File: config.mk
export PLATFORM = sky130hd
export DESIGN_NAME = txt_round_gen
export DESIGN_NICKNAME = d
export VERILOG_FILES = /design/src/rtl/txt_round_pkg.sv /design/src/rtl/tr_row_sel.sv /design/src/rtl/tr_smooth.sv /design/src/rtl/tr_shifter.sv /design/src/rtl/txt_round_gen.sv
export SDC_FILE = /design/constraint.sdc
export NUM_CORES = 1
export LEC_CHECK = 0
export BUFFER_PORTS_ARGS = -buffer_cell sky130_fd_sc_hd__buf_2
export CAP_MARGIN = 20
export CORE_MARGIN = 5
export CORE_UTILIZATION = 25
export CTS_CLUSTER_SIZE = 25
export DETAILED_ROUTE_END_ITERATION = 8
export PLACE_DENSITY = 0.5
export SLEW_MARGIN = 20
export SYNTH_ARGS = -nofsm -noshare
export SYNTH_HDL_FRONTEND = slang
export SYNTH_HIERARCHICAL = 1
export SYNTH_SLANG_ARGS = --single-unit
File: constraint.sdc
create_clock -name clk -period 1.8 [get_ports clk]
set_clock_uncertainty 0.05 [all_clocks]
set_input_delay 0 -clock clk [delete_from_list [all_inputs] [get_ports clk]]
set_output_delay 0 -clock clk [all_outputs]
set_load 0.05 [all_outputs]
File: src/rtl/txt_round_pkg.sv
// Package: shared sizes and helper types for the rounding pixel generator.
// Assumes a 6-dot wide glyph and two output pixels per dot.
package txt_round_pkg;
    localparam int DOTS_PER_ROW = 6;
    localparam int PIX_PER_DOT  = 2;

    // Sampled context of one cell, held while its ROM rows are fetched
    typedef struct packed {
        logic [6:0] code;
        logic [3:0] cur_row;
        logic [3:0] ref_row;
        logic       ref_ok;
        logic       mosaic;
    } cell_ctx_t;
endpackage

File: src/rtl/tr_row_sel.sv
// Row selector: on a cell strobe it registers the code, the displayed glyph row,
// the reference row and whether that reference lies inside the glyph.
// Assumes scan_line < GLYPH_ROWS, and GLYPH_ROWS is even for double height.
module tr_row_sel #(
    parameter int CODE_W     = 7,
    parameter int ROW_W      = 4,
    parameter int GLYPH_ROWS = 10
) (
    input  logic              clk,
    input  logic              rst_n,
    input  logic              cell_go,
    input  logic [CODE_W-1:0] char_code,
    input  logic              gfx_mode,
    input  logic [ROW_W-1:0]  scan_line,
    input  logic              field_odd,
    input  logic              dh_on,
    input  logic              dh_lower,
    output logic [CODE_W-1:0] code_q,
    output logic [ROW_W-1:0]  cur_row_q,
    output logic [ROW_W-1:0]  ref_row_q,
    output logic              ref_ok_q,
    output logic              mosaic_q,
    output logic              go_q
);
    localparam int HALF_ROWS = GLYPH_ROWS / 2;

    logic [ROW_W-1:0] src_row;
    logic [ROW_W-1:0] ref_row;
    logic             ref_ok;
    logic             below;

    // Work out the displayed row and its reference for the cell being strobed
    always_comb begin
        if (dh_on) begin
            src_row = (scan_line >> 1) + (dh_lower ? ROW_W'(HALF_ROWS) : ROW_W'(0));
            below   = scan_line[0];
        end else begin
            src_row = scan_line;
            below   = field_odd;
        end
        if (below) begin
            ref_row = src_row + ROW_W'(1);
            ref_ok  = ({1'b0, src_row} + (ROW_W+1)'(1)) < (ROW_W+1)'(GLYPH_ROWS);
        end else begin
            ref_row = src_row - ROW_W'(1);
            ref_ok  = (src_row != '0);
        end
    end

    // Hold the cell context until the next strobe
    always_ff @(posedge clk) begin
        if (!rst_n) begin
            code_q    <= '0;
            cur_row_q <= '0;
            ref_row_q <= '0;
            ref_ok_q  <= 1'b0;
            mosaic_q  <= 1'b0;
        end else if (cell_go) begin
            code_q    <= char_code;
            cur_row_q <= src_row;
            ref_row_q <= ref_row;
            ref_ok_q  <= ref_ok;
            mosaic_q  <= gfx_mode & char_code[5];
        end
    end

    // Delayed strobe: ROM rows are valid in the cycle after the capture
    always_ff @(posedge clk) begin
        if (!rst_n) go_q <= 1'b0;
        else        go_q <= cell_go;
    end
endmodule

File: src/rtl/tr_smooth.sv
// Rounding gates: expands a current glyph row to two pixels per dot and adds
// half-dots from diagonal neighbours found in the reference row.
// Assumes bit DOT_W-1 is the leftmost dot; purely combinational.
module tr_smooth #(
    parameter int DOT_W = 6
) (
    input  logic               mosaic,
    input  logic               ref_ok,
    input  logic [DOT_W-1:0]   cur_dots,
    input  logic [DOT_W-1:0]   ref_dots,
    output logic [2*DOT_W-1:0] pattern
);
    logic [DOT_W+1:0] cp;
    logic [DOT_W+1:0] rp;

    // Pad both rows with a clear column on each side; blank an out-of-range reference
    always_comb begin
        cp = {1'b0, cur_dots, 1'b0};
        rp = {1'b0, (ref_ok ? ref_dots : '0), 1'b0};
    end

    for (genvar j = 0; j < DOT_W; j++) begin : g_col
        localparam int K = DOT_W - j;
        logic left_fill;
        logic right_fill;
        // Diagonal fill from the set dot on the left or on the right
        always_comb begin
            left_fill  = !mosaic && cp[K+1] && rp[K] && !rp[K+1];
            right_fill = !mosaic && cp[K-1] && rp[K] && !rp[K-1];
        end
        assign pattern[2*DOT_W-1-2*j] = cp[K] | left_fill;
        assign pattern[2*DOT_W-2-2*j] = cp[K] | right_fill;
    end
endmodule

File: src/rtl/tr_shifter.sv
// Serializer: loads a cell pattern and shifts it out MSB first, one pixel per
// clock, flagging the active slots. Assumes loads arrive at least PIX_N apart.
module tr_shifter #(
    parameter int PIX_N = 12
) (
    input  logic             clk,
    input  logic             rst_n,
    input  logic             load,
    input  logic [PIX_N-1:0] pattern,
    output logic             pix_out,
    output logic             pix_act
);
    localparam int CNT_W = $clog2(PIX_N + 1);

    logic [PIX_N-1:0] sh;
    logic [CNT_W-1:0] left;

    // Load a new pattern or advance the current one by one pixel
    always_ff @(posedge clk) begin
        if (!rst_n) begin
            sh   <= '0;
            left <= '0;
        end else if (load) begin
            sh   <= pattern;
            left <= CNT_W'(PIX_N);
        end else if (left != '0) begin
            sh   <= sh << 1;
            left <= left - CNT_W'(1);
        end
    end

    assign pix_act = (left != '0);
    assign pix_out = pix_act & sh[PIX_N-1];
endmodule

File: src/rtl/txt_round_gen.sv
// Top: teletext rounding pixel generator. Selects glyph and reference rows,
// reads both from an external two-port ROM, applies rounding and serializes.
// Assumes the ROM read is combinational (data valid in the address cycle).
module txt_round_gen #(
    parameter int CODE_W     = 7,
    parameter int ROW_W      = 4,
    parameter int GLYPH_ROWS = 10,
    parameter int DOT_W      = txt_round_pkg::DOTS_PER_ROW
) (
    input  logic                    clk,
    input  logic                    rst_n,
    input  logic                    cell_go,
    input  logic [CODE_W-1:0]       char_code,
    input  logic                    gfx_mode,
    input  logic [ROW_W-1:0]        scan_line,
    input  logic                    field_odd,
    input  logic                    dh_on,
    input  logic                    dh_lower,
    output logic [CODE_W+ROW_W-1:0] rom_cur_addr,
    output logic [CODE_W+ROW_W-1:0] rom_ref_addr,
    input  logic [DOT_W-1:0]        rom_data_cur,
    input  logic [DOT_W-1:0]        rom_data_ref,
    output logic                    pix_out,
    output logic                    pix_act
);
    localparam int PIX_N = DOT_W * txt_round_pkg::PIX_PER_DOT;

    logic [CODE_W-1:0] code_q;
    logic [ROW_W-1:0]  cur_row_q;
    logic [ROW_W-1:0]  ref_row_q;
    logic              ref_ok_q;
    logic              mosaic_q;
    logic              ld_go;
    logic [PIX_N-1:0]  pat_w;

    tr_row_sel #(
        .CODE_W(CODE_W), .ROW_W(ROW_W), .GLYPH_ROWS(GLYPH_ROWS)
    ) u_sel (
        .clk(clk), .rst_n(rst_n), .cell_go(cell_go), .char_code(char_code),
        .gfx_mode(gfx_mode), .scan_line(scan_line), .field_odd(field_odd),
        .dh_on(dh_on), .dh_lower(dh_lower), .code_q(code_q),
        .cur_row_q(cur_row_q), .ref_row_q(ref_row_q), .ref_ok_q(ref_ok_q),
        .mosaic_q(mosaic_q), .go_q(ld_go)
    );

    assign rom_cur_addr = {code_q, cur_row_q};
    assign rom_ref_addr = {code_q, ref_row_q};

    tr_smooth #(.DOT_W(DOT_W)) u_smooth (
        .mosaic(mosaic_q), .ref_ok(ref_ok_q), .cur_dots(rom_data_cur),
        .ref_dots(rom_data_ref), .pattern(pat_w)
    );

    tr_shifter #(.PIX_N(PIX_N)) u_shift (
        .clk(clk), .rst_n(rst_n), .load(ld_go), .pattern(pat_w),
        .pix_out(pix_out), .pix_act(pix_act)
    );
endmodule

* Word-level counts from Yosys, hierarchy flattened
Cells that the tools add are included.
** Storage, ports and cells
- Register bits :: 34
- Bits of input ports :: 30
- Output and inout port bits :: 24
- Word-level logic and storage cells :: 75
** Cells by class
- Add/sub/neg operators :: 5
- $lt $le $gt $ge :: 1
- Multiplexer cells :: 10
- Bitwise gates (word level) :: 13
- Reductions and logical operators :: 37
** Operator list (count)
- 1-bit logical AND :: 26
- 12-bit 2-to-1 mux :: 2
- 4-bit 2-to-1 mux :: 4
- 1-bit OR :: 10
- 4-bit nonzero test :: 2
- 4-bit by 1-bit subtractor with 4-bit output (second input constant) :: 2
- 1-bit zero test :: 7
- 6-bit 2-to-1 mux :: 1
- 4-bit by 1-bit adder with 5-bit output (second input constant) :: 1
- 5-bit by 4-bit < comparator with 1-bit output (second input constant) :: 1
- 3-bit by 4-bit adder with 4-bit output :: 1
- 4-bit by 1-bit adder with 4-bit output (second input constant) :: 1
- 3-bit 2-to-1 mux :: 1
- 1-bit bitwise AND :: 2
- 1-bit 2-to-1 mux :: 2
- 2-bit nonzero test :: 1
- 2-bit OR reduction :: 1
- 1-bit inverter :: 1

* Logic depth before layout (Yosys ltp)
Gate-level depths: netlist of run 1.
- Depth in word-level cells :: 6
- Depth in mapped cells :: 9
- Mapped depth without buffers :: 9

* Hierarchy
Netlist of run 1, hierarchy kept.
** By module, submodules not included
- tr_row_sel :: instances 1, cells an instance 98, area each 974.7 um^2, seq. area each 360.3 um^2
- tr_shifter :: instances 1, cells an instance 87, area each 696.9 um^2, seq. area each 320.3 um^2
- tr_smooth :: instances 1, cells an instance 20, area each 170.2 um^2, seq. area each 0.0 um^2
- txt_round_gen :: instances 1, cells an instance 7, area each 52.6 um^2, seq. area each 0.0 um^2

* Worst setup path after synthesis of run 1
No wires, ideal clock.
- Kind :: input to register
- Start point :: input port scan_line[1]
- End point :: register u_sel.ref_row_q[3]
- Setup time :: 0.122 ns
- Arrival :: 1.723 ns
- Data required time :: 1.628 ns
- Setup slack :: -0.096 ns
- Stages on the path :: 9
- Buffers on the path :: 0
- Cells stage by stage :: ha_1 ha_1 mux2i_1 inv_1 ha_1 a21oi_2 mux2i_1 nor3_1 nand3b_1
** On the way
- Longest elaborated chain between the ends :: 4
- Elaborated cells on any way between the ends :: 5
- Those cells by class :: add/sub: 3; mux: 2
** Ends and longest elaborated chain
- start, declared :: line txt_round_gen.sv:15 : input logic [ROW_W-1:0] scan_line,
- 3-bit by 4-bit adder with 4-bit output :: line tr_row_sel.sv:35 : src_row = (scan_line >> 1) + (dh_lower ? ROW_W'(HALF_ROWS) : ROW_W'(0));
- 4-bit 2-to-1 mux (*) :: line tr_row_sel.sv:34 : if (dh_on) begin
- named net u_sel.src_row[1] :: line tr_row_sel.sv:27 : logic [ROW_W-1:0] src_row;
- 4-bit by 1-bit subtractor with 4-bit output or 4-bit by 1-bit adder with 4-bit output (tied branches) :: line tr_row_sel.sv:45, tr_row_sel.sv:42
- 4-bit 2-to-1 mux (*) :: line tr_row_sel.sv:41 : if (below) begin
- end signal, assigned :: line tr_row_sel.sv:61 : ref_row_q <= ref_row;
- end, declared :: line tr_row_sel.sv:20 : output logic [ROW_W-1:0] ref_row_q,
Mark *: on every way through the listed nets, which the timed path passes. The rest lies on a longest branch.
A chain may end at the register's enable or synchronous reset.

* Final worst setup path of run 1
- Start point :: register u_shift.left[0]
- End point :: output port pix_out
** On the way
- Longest elaborated chain between the ends :: 2
** Ends and longest elaborated chain
- start, declared :: line tr_shifter.sv:16 : logic [CNT_W-1:0] left;
- start signal, assigned :: line tr_shifter.sv:25 : left <= CNT_W'(PIX_N);
- start signal, assigned :: line tr_shifter.sv:28 : left <= left - CNT_W'(1);
- 4-bit nonzero test :: line tr_shifter.sv:32 : assign pix_act = (left != '0);
- 1-bit bitwise AND :: line tr_shifter.sv:33 : assign pix_out = pix_act & sh[PIX_N-1];
- end, declared :: line txt_round_gen.sv:23 : output logic pix_out,
No other way between the ends.

==> flow_summary_export.csv, run 1 <==
group,metric,value,unit
outcome,status,"complete, no violations",
layout,area_growth,28.6,%
floorplanning,num_rows,31,
hold_path,whs_path_depth,3,
sta,timing.final.crit_share,92.0,%
place,numPortBuffers,53,
sta,relSlewSlack,68.1,%
route,routed-via-count,1631,
global_routing,antenna_found_initial,0,
route,vias_per_cell,4.41,
synthesis,synthDistinctLibCells,45,
sta,worstMarginPinSlew,0.478,ns
sta,setup_viol,0,
critical_path,r2r_end,"u_shift/left[1]$_SDFFE_PP0N_",
sta,final_max_slew_viol_count,0,
layout,postLayoutCellArea,0.00244,mm²
synthesis,synth_area_leaders,"dfxtp_1 36%, mux2i_1 6.3%, nand2_1 5.7%",
critical_path,critPathArrivalTime,1.61,ns
global_routing,grt_usage,9.70,%
place,dpl_cell_area,0.00223,mm²
sta,rsz0062_at_grt,"no",
critical_path,crit_type,"flip-flop to output pin",
critical_path,r2r-start,"u_shift/left[0]$_SDFFE_PP0N_",
critical_path,cp_max_fo,15,
synthesis,syn_area,0.00189,mm²
synthesis,yosysMostFrequentCell,"dfxtp_1",
global_routing,grt_pass1_wl,7720,µm
global_routing,overflow,0,
hold_path,min_to,"u_shift/sh[11]$_SDFFE_PN0P_",
pwr,power_frac_clock,26.3,%
synthesis,synth_edf_count,0,
global_routing,grt_pass1_vias,1662,
synthesis,async_flop_share,0,%
route,drt-pass1-iter-count,4,
sta,fmaxAchievable,604,MHz
critical_path,required,1.75,ns
place,place.gp.congestion,0.802,
cts,postCtsSetupBuffers,0,
critical_path,ff2ff_path_depth,5,
cts,cts-root-buf,"clkbuf_8",
cts,cts_buffers,5,
floorplanning,core_area,0.00733,mm²
floorplanning,die-area,0.00942,mm²
cts,clockBufferDepth,2,
synthesis,synth-main-ff-cell,"dfxtp_1",
pwr,switching_share,36.9,%
cts,cts.sinks,34,
route,drt-total-wl,4380,µm
pwr,netSwitchingPower,0.000962,W
synthesis,synthTopCellsByCount,"34 x dfxtp_1, 29 x nand2_1, 13 x a31oi_1",
layout,num_antenna_cells,0,
critical_path,start_kind,"flip-flop",
critical_path,end_kind,"output pin",
sta,min_period,1.66,ns
route,ant_nets,0,
layout,nFillCells,784,
global_routing,grt_max_degree,31,
cts,cts_tree,"yes",
route,wire_per_inst,11.8,µm
pwr,p_comb_share,38.0,%
pwr,ir_worst_vdd,335,µV
synthesis,yosysWarningCount,6,
pwr,power.density,1070,mW/mm²
synthesis,yosys.area.top_type,"dfxtp_1",
hold_path,worst_hold_path_type,"input port to flip-flop",
synthesis,ys_seq_area_share,35.9,%
layout,drive_gt1_share,32.1,%
pwr,power.leakage,1.11,nW
job,drv_cap,0,
layout,final_nets,308,
pwr,pwr-share-seq,35.8,%
synthesis,synth_nets,250,
floorplanning,die_y,97.0,µm
sta,hold-worst-slack,0.0187,ns
pwr,total_power,0.00261,W
cts,insertion_delay,0.28,ns
hold_path,hold_start,"rom_data_cur[5]",
synthesis,syn_avg_cell_area,8.94,µm²
synthesis,synth_cells,212,
sta,hold_viol,0,
floorplanning,die_w,97.0,µm
cts,htreeDepth,2,
synthesis,synth_top_area_share,35.9,%
floorplanning,initial_core_util,25.8,%
pwr,intPower,0.00165,W
floorplanning,pin_count,54,
cts,cts.clk_slew.worst_paths,0.07,ns
route,drc_errors,0,
route,drtIter0Drc,59,
sta,setup_tns,0,ns
place,dp_hpwl,3260,µm
synthesis,ys_ff_latch,34,
critical_path,ff2ff_setup_slack,0.35,ns
## placed cells by master, fill, tap and decap left out, types with 2 or more instances in the layout
cell type,synthesis,layout
a21o_1,3,3
a21oi_1,8,8
a31o_2,6,6
a31oi_1,13,13
a41o_1,2,2
and2b_1,3,3
buf_2,3,53
buf_4,10,8
clkbuf_1,4,2
clkbuf_8,0,5
dfxtp_1,34,34
dlygate4sd3_1,0,9
ha_1,7,4
ha_2,0,2
inv_1,10,10
mux2i_1,12,11
nand2_1,29,29
nand3_1,4,4
nor2_1,6,6
nor2b_1,10,10
nor3_1,3,3
o211a_1,3,3
o21ai_0,12,12
xnor2_1,4,4
## cell families (layout without fill, tap and decap cells)
| group | count (synthesis) | after routing | share of synthesized area [%] |
|---|---|---|---|
| XOR/XNOR | 5 | 5 | 2.31 |
| multiplexers | 15 | 15 | 8.72 |
| AO/OA/AOI/OAI | 55 | 55 | 20.3 |
| buffers and inverters | 31 | 90 | 9.11 |
| adder cells (fa/ha/maj) | 8 | 8 | 5.68 |
| AND/OR/NAND/NOR | 64 | 64 | 17.9 |
| flip-flops | 34 | 34 | 35.9 |
## metrics by stage
step	setup WS, ns	std cells	util, %
3_5_place_dp	-0.0972	353	30.5
6_report	0.145	370	33.2
5_1_grt	0.0202	370	33.2
4_1_cts	0.0299	370	33.2
2_1_floorplan	0.0389	212	-
3_3_place_gp	-0.0585	353	30.5
## flip-flops by register name, indices dropped and copies added, names as in the netlist
signal	count
u_sel/code_q	7
u_sel/cur_row_q	4
u_sel/go_q	1
u_sel/mosaic_q	1
u_sel/ref_ok_q	1
u_sel/ref_row_q	4
u_shift/left	4
u_shift/sh	12
## how the worst max path moves through the flow
stage	startpoint	to	slack, ns	depth (start not counted)
floorplan	scan_line[1]	u_sel/ref_row_q[3]$_SDFFE_PN0P_	0.04	9
detailed placement	scan_line[1]	u_sel/ref_row_q[2]$_SDFFE_PN0P_	-0.1	10
global route	u_shift/left[0]$_SDFFE_PP0N_	pix_out	0.02	6
global placement	scan_line[1]	u_sel/ref_row_q[2]$_SDFFE_PN0P_	-0.06	10
CTS	u_shift/left[0]$_SDFFE_PP0N_	pix_out	0.03	6
finish	u_shift/left[0]$_SDFFE_PP0N_	pix_out	0.14	6
## what timing repair did
| action | in CTS | in global routing |
|---|---|---|
| endpoints found under the hold margin | 9 | 0 |
| endpoints found under the setup margin | 0 | 1 |
| hold buffers | 9 | 0 |
| gates resized for setup | 0 | 2 |
## layout make-up
class                           instances  area (µm²)  share of cell area, %
Inverter                               12        47.5                   1.95
Multi-Input combinational cell        147        1060                   43.6
Clock buffer                            7        76.3                   3.13
Sequential cell                        34         681                   27.9
Tap cell                               99         124                   5.08
Timing Repair Buffer                   70         415                   17.1
Clock inverter                          1        30.0                   1.23
## worst max-delay path, cell delays in order, from the launching register on
cell and delay, ns:
dfxtp_1 0.31, inv_1 0.09, ha_2 0.21, nor3b_4 0.24, inv_4 0.11, and2_1 0.17
buf_2 0.20
## routing by layer
layer	GRT usage [%]	wire length, µm
met3	2.95	253
met2	16.0	2030
met4	2.27	40
met1	12.4	2060
met5	0	0
## power groups by stage
stage | clock, W | sequential (W) | combinational (W)
2_1_floorplan | 0 | 0.00102 | 0.000690
3_3_place_gp | 0 | 0.000948 | 0.000967
3_5_place_dp | 0 | 0.000949 | 0.000970
4_1_cts | 0.000713 | 0.000934 | 0.000988
5_1_grt | 0.000762 | 0.000951 | 0.00110
6_report | 0.000685 | 0.000933 | 0.000990
Power figures use the tool's default switching activity.
==> run 2, diff against run 1 <==
--- a/config.mk
+++ b/config.mk
@@ -9,8 +9,10 @@
 export CAP_MARGIN = 20
 export CORE_MARGIN = 5
 export CORE_UTILIZATION = 25
+export CTS_BUF_LIST = sky130_fd_sc_hd__clkbuf_8
 export CTS_CLUSTER_SIZE = 25
 export DETAILED_ROUTE_END_ITERATION = 8
+export MAX_ROUTING_LAYER = met4
 export PLACE_DENSITY = 0.5
 export SLEW_MARGIN = 20
 export SYNTH_ARGS = -nofsm -noshare
==> run 2 against run 1 <==
Net effect:
- utilization did not move
- first-iteration DRC count fell by 10%
- fmax about the same
- critical path type unchanged
- register-to-register slack barely moved
- total power fell by 0.40%
- critical endpoint unchanged
==> flow_summary_export.csv, run 2 (synthesis results as in run 1) <==
group,metric,value,unit
route,wire_per_inst,11.9,µm
floorplanning,core_area,0.00733,mm²
cts,cts_tree,"yes",
critical_path,critPathArrivalTime,1.60,ns
pwr,netSwitchingPower,0.000963,W
route,ant_nets,0,
cts,cts_buffers,5,
floorplanning,num_rows,31,
layout,drive_gt1_share,32.1,%
critical_path,start_kind,"flip-flop",
layout,reg.largest.list,"u_shift/sh x12, u_sel/code_q x7",
global_routing,grt_max_degree,31,
route,drtIter0Drc,53,
pwr,power.density,1070,mW/mm²
floorplanning,die_w,97.0,µm
cts,cts-root-buf,"clkbuf_8",
floorplanning,pin_count,54,
sta,fin_ws,0.145,ns
layout,num_antenna_cells,0,
layout,utilization,33.2,%
cts,cts.clk_slew.worst_paths,0.07,ns
critical_path,cp_max_fo,15,
hold_path,worst_hold_path_type,"input port to flip-flop",
floorplanning,initial_core_util,25.8,%
sta,worstMarginPinSlew,0.478,ns
route,drt-pass1-iter-count,4,
sta,final_max_slew_viol_count,0,
global_routing,antenna_found_initial,0,
route,routed-via-count,1628,
pwr,power_frac_clock,25.9,%
global_routing,overflow,0,
route,drc_errors,0,
pwr,p_comb_share,38.1,%
sta,timing.final.crit_share,91.9,%
route,drt-total-wl,4390,µm
global_routing,grt_usage,9.98,%
layout,area_growth,28.6,%
sta,hold_viol,0,
place,place.gp.congestion,0.813,
layout,final_nets,308,
pwr,switching_share,37.1,%
sta,setup_viol,0,
cts,htreeDepth,2,
sta,fmaxAchievable,604,MHz
cts,insertion_delay,0.28,ns
critical_path,end_kind,"output pin",
cts,cts.sinks,34,
layout,largest_reg_flops,12,
critical_path,crit_type,"flip-flop to output pin",
pwr,power.leakage,1.12,nW
pwr,intPower,0.00163,W
floorplanning,die_y,97.0,µm
sta,min_period,1.65,ns
cts,clockBufferDepth,2,
global_routing,grt_pass1_vias,1661,
critical_path,required,1.75,ns
route,vias_per_cell,4.40,
floorplanning,die-area,0.00942,mm²
place,numPortBuffers,53,
layout,final_common_cell,"buf_2",
pwr,pwr-share-seq,35.9,%
place,dp_hpwl,3260,µm
sta,rsz0062_at_grt,"no",
cts,postCtsSetupBuffers,0,
global_routing,grt_pass1_wl,7720,µm
pwr,ir_worst_vdd,336,µV
job,drv_cap,0,
layout,layout_common_cells,"53 x buf_2, 34 x dfxtp_1, 29 x nand2_1",
place,pre_cts_slack,-0.0972,ns
layout,nFillCells,784,
layout,regMostFlops,"u_shift/sh",
outcome,status,"complete, no violations",
sta,relSlewSlack,68.1,%
## run 2: path summary, 6_finish.rpt
kind,startpoint,end,slack (ns),depth (start not counted)
min,rom_data_cur[5],u_shift/sh[11]$_SDFFE_PN0P_,0.02,3
max,u_shift/left[0]$_SDFFE_PP0N_,pix_out,0.15,6
min reg2reg,u_shift/sh[0]$_SDFFE_PN0P_,u_shift/sh[0]$_SDFFE_PN0P_,0.42,2
max reg2reg,u_shift/left[0]$_SDFFE_PP0N_,u_shift/left[1]$_SDFFE_PP0N_,0.35,5
## run 2: critical path: stages, from the launching register on
cell	delay (ns)
dfxtp_1	0.31
inv_1	0.09
ha_2	0.21
nor3b_4	0.24
inv_4	0.11
and2_1	0.17
buf_2	0.20
## run 2: layer usage
layer	vias to the layer above	share of wire (%)	track usage (%)
li1	854	-	-
met5	-	0	-
met3	3	4.6	2.59
met1	736	49	12.6
met2	35	46	16.0
met4	0	0.48	2.27
## run 2: area by class of cell
type                       count  area, µm²  area share [%]
tap                           99        124            5.08
inverter                      12       47.5            1.95
clock buffer                   5       68.8            2.82
multi-input combinational    147       1060            43.6
timing repair buffer          70        415            17.1
clock inverter                 3       37.5            1.54
sequential                    34        681            27.9
## run 2: stage by stage
step           total power (W)  hold slack, ns  instance area, µm²  std cells  setup TNS [ns]
4_1_cts                0.00262         0.00764                2430        370               0
5_1_grt                0.00280          0.0224                2440        370               0
2_1_floorplan          0.00171          0.0782                1910        212               0
6_report               0.00260          0.0228                2440        370               0
3_5_place_dp           0.00192           0.215                2230        353          -0.183
3_3_place_gp           0.00191           0.206                2230        353          -0.104
## run 2: power by group through the flow
stage	combinational, W	clock, W	sequential (W)
floorplan	0.000690	0	0.00102
global placement	0.000967	0	0.000948
detailed placement	0.000970	0	0.000949
CTS	0.000988	0.000703	0.000934
global route	0.00110	0.000751	0.000951
finish	0.000990	0.000674	0.000933
## run 2: repair_timing
action                                  4_1_cts  5_1_grt
gates resized for setup                       0        2
hold buffers                                  9        0
endpoints found under the setup margin        0        1
hold endpoints to repair                      9        0
==> run 3, diff against run 2 <==
--- a/config.mk
+++ b/config.mk
@@ -5,6 +5,7 @@
 export SDC_FILE = /design/constraint.sdc
 export NUM_CORES = 1
 export LEC_CHECK = 0
+export ABC_AREA = 1
 export BUFFER_PORTS_ARGS = -buffer_cell sky130_fd_sc_hd__buf_2
 export CAP_MARGIN = 20
 export CORE_MARGIN = 5
@@ -12,8 +13,9 @@
 export CTS_BUF_LIST = sky130_fd_sc_hd__clkbuf_8
 export CTS_CLUSTER_SIZE = 25
 export DETAILED_ROUTE_END_ITERATION = 8
+export HOLD_SLACK_MARGIN = 0.06
 export MAX_ROUTING_LAYER = met4
-export PLACE_DENSITY = 0.5
+export PLACE_DENSITY = 0.49
 export SLEW_MARGIN = 20
 export SYNTH_ARGS = -nofsm -noshare
 export SYNTH_HDL_FRONTEND = slang
==> run 3 against run 2 <==
Net effect:
- non-clock buffer count up 2
- sequential power down 4.0%
- global-route usage up 1.0 points
- fmax up 4.2%
- clock power up 26%
- via count up 31%
- first-iteration DRC count up 51%
- utilization down 0.75 points
- flip-flop and latch count unchanged
- worst hold slack better by 0.038 ns
- die area up 9.6%
- critical path depth unchanged
==> flow_summary_export.csv, run 3 <==
group,metric,value,unit
synthesis,ys_ff_latch,34,
global_routing,overflow,0,
synthesis,ys_seq_area_share,32.4,%
synthesis,synth_fa_ha_area_share,5.13,%
hold_path,whs_path_depth,3,
synthesis,yosysMostFrequentCell,"nand2_1",
global_routing,antenna_found_initial,0,
synthesis,synthSimpleGateAreaFrac,38.3,%
critical_path,start_kind,"flip-flop",
layout,layout_common_cells,"110 x nand2_1, 53 x buf_2, 39 x inv_1",
cts,clockBufferDepth,2,
cts,htreeDepth,2,
critical_path,r2r_end,"u_shift/sh[1]$_SDFFE_PN0P_",
floorplanning,die_w,102,µm
floorplanning,die_y,102,µm
pwr,power.density,996,mW/mm²
cts,postCtsSetupBuffers,0,
place,dp_cells,474,
cts,cts.sinks,34,
hold_path,hold_start,"rst_n",
hold_path,worst_hold_path_type,"input port to flip-flop",
route,drt-pass1-iter-count,4,
layout,largest_reg_flops,12,
synthesis,synth_top_area_share,32.4,%
layout,final_common_cell,"nand2_1",
global_routing,grt_pass1_wl,8980,µm
synthesis,synth-xor-area-share,0,%
critical_path,critPathArrivalTime,1.54,ns
synthesis,synth-main-ff-cell,"dfxtp_1",
place,dp_hpwl,3950,µm
pwr,ir_worst_vdd,364,µV
layout,regArea,681,µm²
synthesis,synthDistinctLibCells,26,
cts,cts.clk_slew.worst_paths,0.07,ns
sta,hold-worst-slack,0.0608,ns
layout,regMostFlops,"u_shift/sh",
synthesis,synth_top_family_by_area,"simple AND/OR/NAND/NOR gates",
floorplanning,initial_core_util,25.5,%
job,drv_cap,0,
sta,setup_tns,0,ns
layout,reg.largest.list,"u_shift/sh x12, u_sel/code_q x7",
outcome,status,"complete, no violations",
hold_path,min_to,"u_sel/cur_row_q[3]$_SDFFE_PN0P_",
synthesis,async_flop_share,0,%
place,numPortBuffers,53,
cts,cts-root-buf,"clkbuf_8",
sta,worstMarginPinSlew,0.448,ns
place,pre_cts_slack,0.0502,ns
route,vias_per_cell,4.30,
cts,cts_tree,"yes",
sta,rsz0062_at_grt,"no",
layout,drive_gt1_share,21.3,%
route,routed-via-count,2130,
synthesis,synth_mux_area_share,0,%
sta,fmaxAchievable,630,MHz
critical_path,ff2ff_setup_slack,0.47,ns
layout,area_growth,27.2,%
layout,multiInputGateArea,0.00112,mm²
route,wire_per_inst,10.6,µm
sta,fin_ws,0.213,ns
synthesis,synth_edf_count,0,
layout,final_nets,427,
place,place.gp.congestion,0.809,
global_routing,grt_usage,11.0,%
sta,timing.final.crit_share,88.2,%
critical_path,end_kind,"output pin",
sta,relSlewSlack,70.1,%
sta,hold_viol,0,
critical_path,ff2ff_path_depth,5,
global_routing,grt_max_degree,24,
pwr,power.leakage,1.43,nW
layout,nFillCells,898,
floorplanning,core_area,0.00822,mm²
floorplanning,die-area,0.0103,mm²
floorplanning,num_rows,33,
synthesis,syn_area,0.00210,mm²
synthesis,synth_compound_area_share,9.72,%
cts,cts_buffers,5,
critical_path,crit_type,"flip-flop to output pin",
critical_path,required,1.75,ns
route,ant_nets,0,
sta,min_period,1.59,ns
critical_path,r2r-start,"u_shift/left[0]$_SDFFE_PP0N_",
synthesis,synth_nets,368,
sta,final_max_slew_viol_count,0,
layout,num_antenna_cells,0,
route,drt-total-wl,5260,µm
critical_path,cp_max_fo,9,
synthesis,synthTopCellsByCount,"110 x nand2_1, 39 x inv_1, 36 x nor2_1",
global_routing,grt_pass1_vias,2006,
synthesis,syn_avg_cell_area,6.36,µm²
synthesis,yosys.area.top_type,"dfxtp_1",
sta,setup_viol,0,
synthesis,synth_cells,330,
synthesis,synth_area_leaders,"dfxtp_1 32%, nand2_1 20%, inv_1 7.0%",
route,drc_errors,0,
floorplanning,pin_count,54,
cts,insertion_delay,0.28,ns
synthesis,yosysWarningCount,6,
route,drtIter0Drc,80,
layout,fin_cells,495,
run 3: changes by cell type after synthesis, moves of 13 or more:
cell and change:
nand3_1 +17, a21oi_1 +13, inv_1 +29, nor2_1 +30, nand2_1 +81, a31oi_1 -13
run 3: worst max-delay path by stage:
stage	start	to	slack, ns	cells past startpoint
after floorplan	scan_line[1]	u_sel/ref_row_q[3]$_SDFFE_PN0P_	0.25	15
after global placement	scan_line[1]	u_sel/ref_row_q[3]$_SDFFE_PN0P_	0.08	16
after detailed placement	scan_line[1]	u_sel/ref_row_q[3]$_SDFFE_PN0P_	0.05	16
after CTS	u_shift/left[0]$_SDFFE_PP0N_	pix_out	0.09	6
after global routing	u_shift/left[0]$_SDFFE_PP0N_	pix_out	0.08	6
final	u_shift/left[0]$_SDFFE_PP0N_	pix_out	0.21	6
run 3: area by class of cell:
cell class,instances,area share [%]
Sequential cell,34,25.5
Clock buffer,5,2.58
Timing Repair Buffer,72,16.5
Tap cell,105,4.92
Inverter,42,6.00
Clock inverter,3,2.58
Multi-Input combinational cell,234,41.9
run 3: what timing repair did:
action / CTS / global route
setup endpoints to repair: 0 / 1
resized for setup: 0 / 1
hold buffers: 13 / 0
endpoints found under the hold margin: 10 / 0
run 3: worst max-delay path, cell delays in order, from the launching register on:
cell	delay (ns)
dfxtp_1	0.31
inv_1	0.09
ha_2	0.29
nand2_1	0.13
nor2_2	0.18
nor2_1	0.05
buf_2	0.21
run 3: power breakdown:
group	internal, W	switching [W]	total, W
logic	0.000291	0.000621	0.000912
clock network	0.000555	0.000295	0.000850
registers	0.000837	0.0000593	0.000896
total	0.00168	0.000975	0.00266
run 3: through the flow:
step	cell area, µm²	util [%]	total power (W)
after floorplan	2100	-	0.00161
after global placement	2400	29.2	0.00180
after detailed placement	2400	29.2	0.00181
after CTS	2670	32.5	0.00270
after global routing	2670	32.5	0.00285
final	2670	32.5	0.00266
run 3: layer usage:
layer | routed length (µm) | global-route usage, %
met1 | 2420 | 13.9
met2 | 2560 | 17.6
met3 | 230 | 2.34
met4 | 49 | 3.37
met5 | 0 | -
run 3: kinds of logic (layout without fill, tap and decap cells):
family	Yosys count	in the layout
adder cells (fa/ha/maj)	8	8
flip-flops	34	34
buffers and inverters	62	122
AND/OR/NAND/NOR	189	189
AO/OA/AOI/OAI	37	37
